[src/rtl/rot_carry_unit.sv]
module rot_carry_unit #(
  parameter int W  = 32,
  parameter int AW = 8
) (
  input  logic [W-1:0]  opnd,
  input  logic [AW-1:0] amt,
  input  logic          op_ext,
  input  logic          carry_in,
  input  logic          flag_en,
  output logic [W-1:0]  result,
  output logic          carry_out,
  output logic          carry_we
);
  localparam int LW = $clog2(W);
  localparam logic [LW-1:0] ONE = 1;

  logic [W-1:0]  stg [LW+1];
  logic [LW-1:0] cidx;
  logic          amt_nz;
  logic          rot_c;

  assign stg[0] = opnd;

  genvar k;
  generate
    for (k = 0; k < LW; k++) begin : g_stage
      localparam int S = 1 << k;
      assign stg[k+1] = amt[k] ? {stg[k][S-1:0], stg[k][W-1:S]} : stg[k];
    end
  endgenerate

  assign amt_nz = |amt;
  assign cidx   = amt[LW-1:0] - ONE;
  assign rot_c  = opnd[cidx];

  always_comb begin
    if (op_ext) begin
      result    = {carry_in, opnd[W-1:1]};
      carry_we  = flag_en;
      carry_out = flag_en ? opnd[0] : carry_in;
    end else begin
      result    = stg[LW];
      carry_we  = flag_en & amt_nz;
      carry_out = carry_we ? rot_c : carry_in;
    end
  end

  always_comb begin

    ext_top_chk : assert (!op_ext || result[W-1] == carry_in)
      else $error("extend top bit differs from carry_in");

    ext_carry_chk : assert (!(op_ext && flag_en) || carry_out == opnd[0])
      else $error("extend carry differs from opnd[0]");

    no_flag_write_chk : assert (flag_en || (!carry_we && carry_out == carry_in))
      else $error("carry touched without flag_en");

    rot_carry_chk : assert (op_ext || !carry_we || carry_out == result[W-1])
      else $error("rotate carry differs from result top bit");

    zero_amt_chk : assert (op_ext || amt_nz || (result == opnd && !carry_we))
      else $error("zero amount changed the operand or wrote carry");

    bit_count_chk : assert (op_ext || $countones(result) == $countones(opnd))
      else $error("rotate lost or gained bits");
  end
endmodule

[config.mk]
export PLATFORM = sky130hd
export DESIGN_NAME = rot_carry_unit
export DESIGN_NICKNAME = d
export VERILOG_FILES = /design/src/rtl/rot_carry_unit.sv
export SDC_FILE = /design/constraint.sdc
export NUM_CORES = 1
export LEC_CHECK = 0
export BUFFER_PORTS_ARGS = -buffer_cell sky130_fd_sc_hd__buf_4
export CAP_MARGIN = 30
export CORE_MARGIN = 5
export CORE_UTILIZATION = 35
export DETAILED_ROUTE_END_ITERATION = 8
export SYNTH_ARGS = -nofsm -noshare
export SYNTH_HDL_FRONTEND = slang
export SYNTH_SLANG_ARGS = --single-unit
[constraint.sdc]
create_clock -name vclk -period 3.2
set_clock_uncertainty 0.05 [all_clocks]
set_input_delay 0.16 -clock vclk [all_inputs]
set_output_delay 0.16 -clock vclk [all_outputs]
set_load 0.05 [all_outputs]
==> impl_metrics.tcl <==
set metrics [dict create \
    synth_seq_area_share_pct 0 \
    final_area_um2 3160 \
    routed-via-count 3330 \
    irDropWorstVdd_v 0.000111 \
    fin_ws_ns 0.555 \
    final-seq-area_um2 0 \
    n_clock_buffer 0 \
    avgSynthCellArea_um2 8.06 \
    first_pass_iters 5 \
    grt-ovfl-total 0 \
    final_nets 418 \
    rsz0062_at_grt "no" \
    nFlopsAndLatches 0 \
    path_max_fanout 20 \
    fin_setup_tns_ns 0 \
    grt_usage_pct 24.5 \
    post_synth_instance_area_um2 2620 \
    slew_violations 0 \
    drv_cap 0 \
    min_period_ns 2.65 \
    fp-row-count 31 \
    initial_core_util_pct 36.1 \
    yosys-top-cells-count "79 x o22ai_1, 35 x nand2_1, 25 x o31ai_1" \
    fp.dieH_um 96.5 \
    cp-start-kind "input port" \
    synth_cells 325 \
    ctsHoldBuffers 0 \
    p_leak_nw 1.20 \
    via_per_inst 7.09 \
    area_delta_synth_final_pct 20.6 \
    critical_path_class "in -> out" \
    setup_viol 0 \
    grt_max_degree 68 \
    wire_per_inst_um 24.9 \
    clock.fmax_mhz 378 \
    core_area_um2 7250 \
    yosysUniqueCellTypes 46 \
    end_kind "output port" \
    synth_nets 370 \
    cts_resized 0 \
    die_x_um 96.5 \
    cp-endpoint "result[2]" \
    yosysMostFrequentCell "o22ai_1" \
    diodes 0 \
    yosys.area.top_type_share_pct 18.9 \
    dpl_cell_area_um2 3160 \
    place_congestion 0.998 \
    yosysWarnings 0 \
    hold_class "in -> out" \
    grt_pass1_vias 3179 \
    io_pins 77 \
    die_area_um2 9310 \
    route.antenna.remaining_nets 0 \
    cts_setup_buffers 0 \
    pwr_density_cell_nw_per_um2 263 \
    worst-endpoint-required_ns 2.99 \
    drive_above_1_share_pct 39.9 \
    grt_pass1_wl_mm 17.9 \
    crit_path_start "amt[1]" \
    fillers 744 \
    finalPower_mw 0.831 \
    dp_slack_ns 0.609 \
    worstMarginPinSlew_ns 0.914 \
    first_iter_violations 481 \
    drc_errors 0 \
    outcome "complete, no violations" \
    finalCritPeriodShare_pct 82.7 \
    slew-limit-headroom_pct 39.1 \
    antenna_found_initial 0 \
    place.detailed.hpwl_mm 8.87 \
    hold_viol 0 \
    portBuffers 77 \
    synth_area_leaders "o22ai_1 19%, a221oi_2 13%, mux2i_1 8.0%" \
    cp.arrival_ns 2.44 \
    routed_wl_mm 11.7 \
    yosys.area.top_type "o22ai_1" \
    holdWs_ns 0.684 \
]
## logic make-up after synthesis
family,share of synthesized area [%]
AOI/OAI and AO/OA,53.6
xor gates and xnor gates,1.00
adders and majority gates,0.955
buffers and inverters,8.89
muxes,23.1
and+or+nand+nor,12.5
## power by group
group / internal, mW / leakage, nW / total, mW / switching [mW]
logic: 0.290 / 1.20 / 0.831 / 0.541
registers: 0 / 0 / 0 / 0
clock network: 0 / 0 / 0 / 0
total: 0.290 / 1.20 / 0.831 / 0.541
## final cells by class
cell class / instances / area (um^2) / area share [%]
inverters: 3 / 11.3 / 0.356
multi-input cells: 283 / 2390 / 75.5
well taps: 99 / 124 / 3.92
repair buffers: 85 / 638 / 20.2
## layout by cell type, fill, tap and decap left out, types with 2 or more instances in the layout
cell type / count
mux2_2: 10
o22ai_1: 79
xor2_1: 3
and2_1: 2
a22o_1: 6
nand2_1: 35
mux2i_1: 21
mux2_1: 4
a211oi_2: 6
a22oi_1: 3
mux2i_2: 2
nand2b_1: 4
buf_4: 85
ha_1: 2
nand3_1: 4
mux4_2: 8
a221oi_2: 22
o41ai_2: 2
o31ai_2: 5
nor2b_1: 6
nand3b_1: 2
inv_1: 3
nor2_1: 8
o2bb2ai_1: 7
mux2_4: 2
o31ai_1: 25
## critical path, stage by stage
cell and delay [ns]:
buf_4 0.23, buf_4 0.37, mux2i_1 0.28, a22o_1 0.31, a221oi_2 0.33, o22ai_1 0.13, o31ai_1 0.34, buf_4 0.26
## worst min-delay path by stage
stage / from / to / slack [ns] / cells after the start
3_3_place_gp: opnd[15] / result[14] / 0.68 / 4
2_1_floorplan: opnd[15] / result[14] / 0.50 / 2
6_report: flag_en / carry_we / 0.68 / 3
3_5_place_dp: opnd[11] / result[10] / 0.68 / 4
5_1_grt: opnd[15] / result[14] / 0.70 / 4
4_1_cts: opnd[11] / result[10] / 0.68 / 4
## per-stage QoR
stage | instances | utilization (%)
final | 470 | 43.6
after CTS | 470 | 43.6
after floorplan | 325 | -
after global routing | 470 | 43.6
after detailed placement | 470 | 43.6
after global placement | 470 | 43.6
## metal layers
layer	wire, um	GRT usage (%)
met1	4590	31.6
met5	0	0
met4	742	13.3
met3	998	2.40
met2	5360	39.8
No activity file was read; power rests on OpenSTA's default activity.
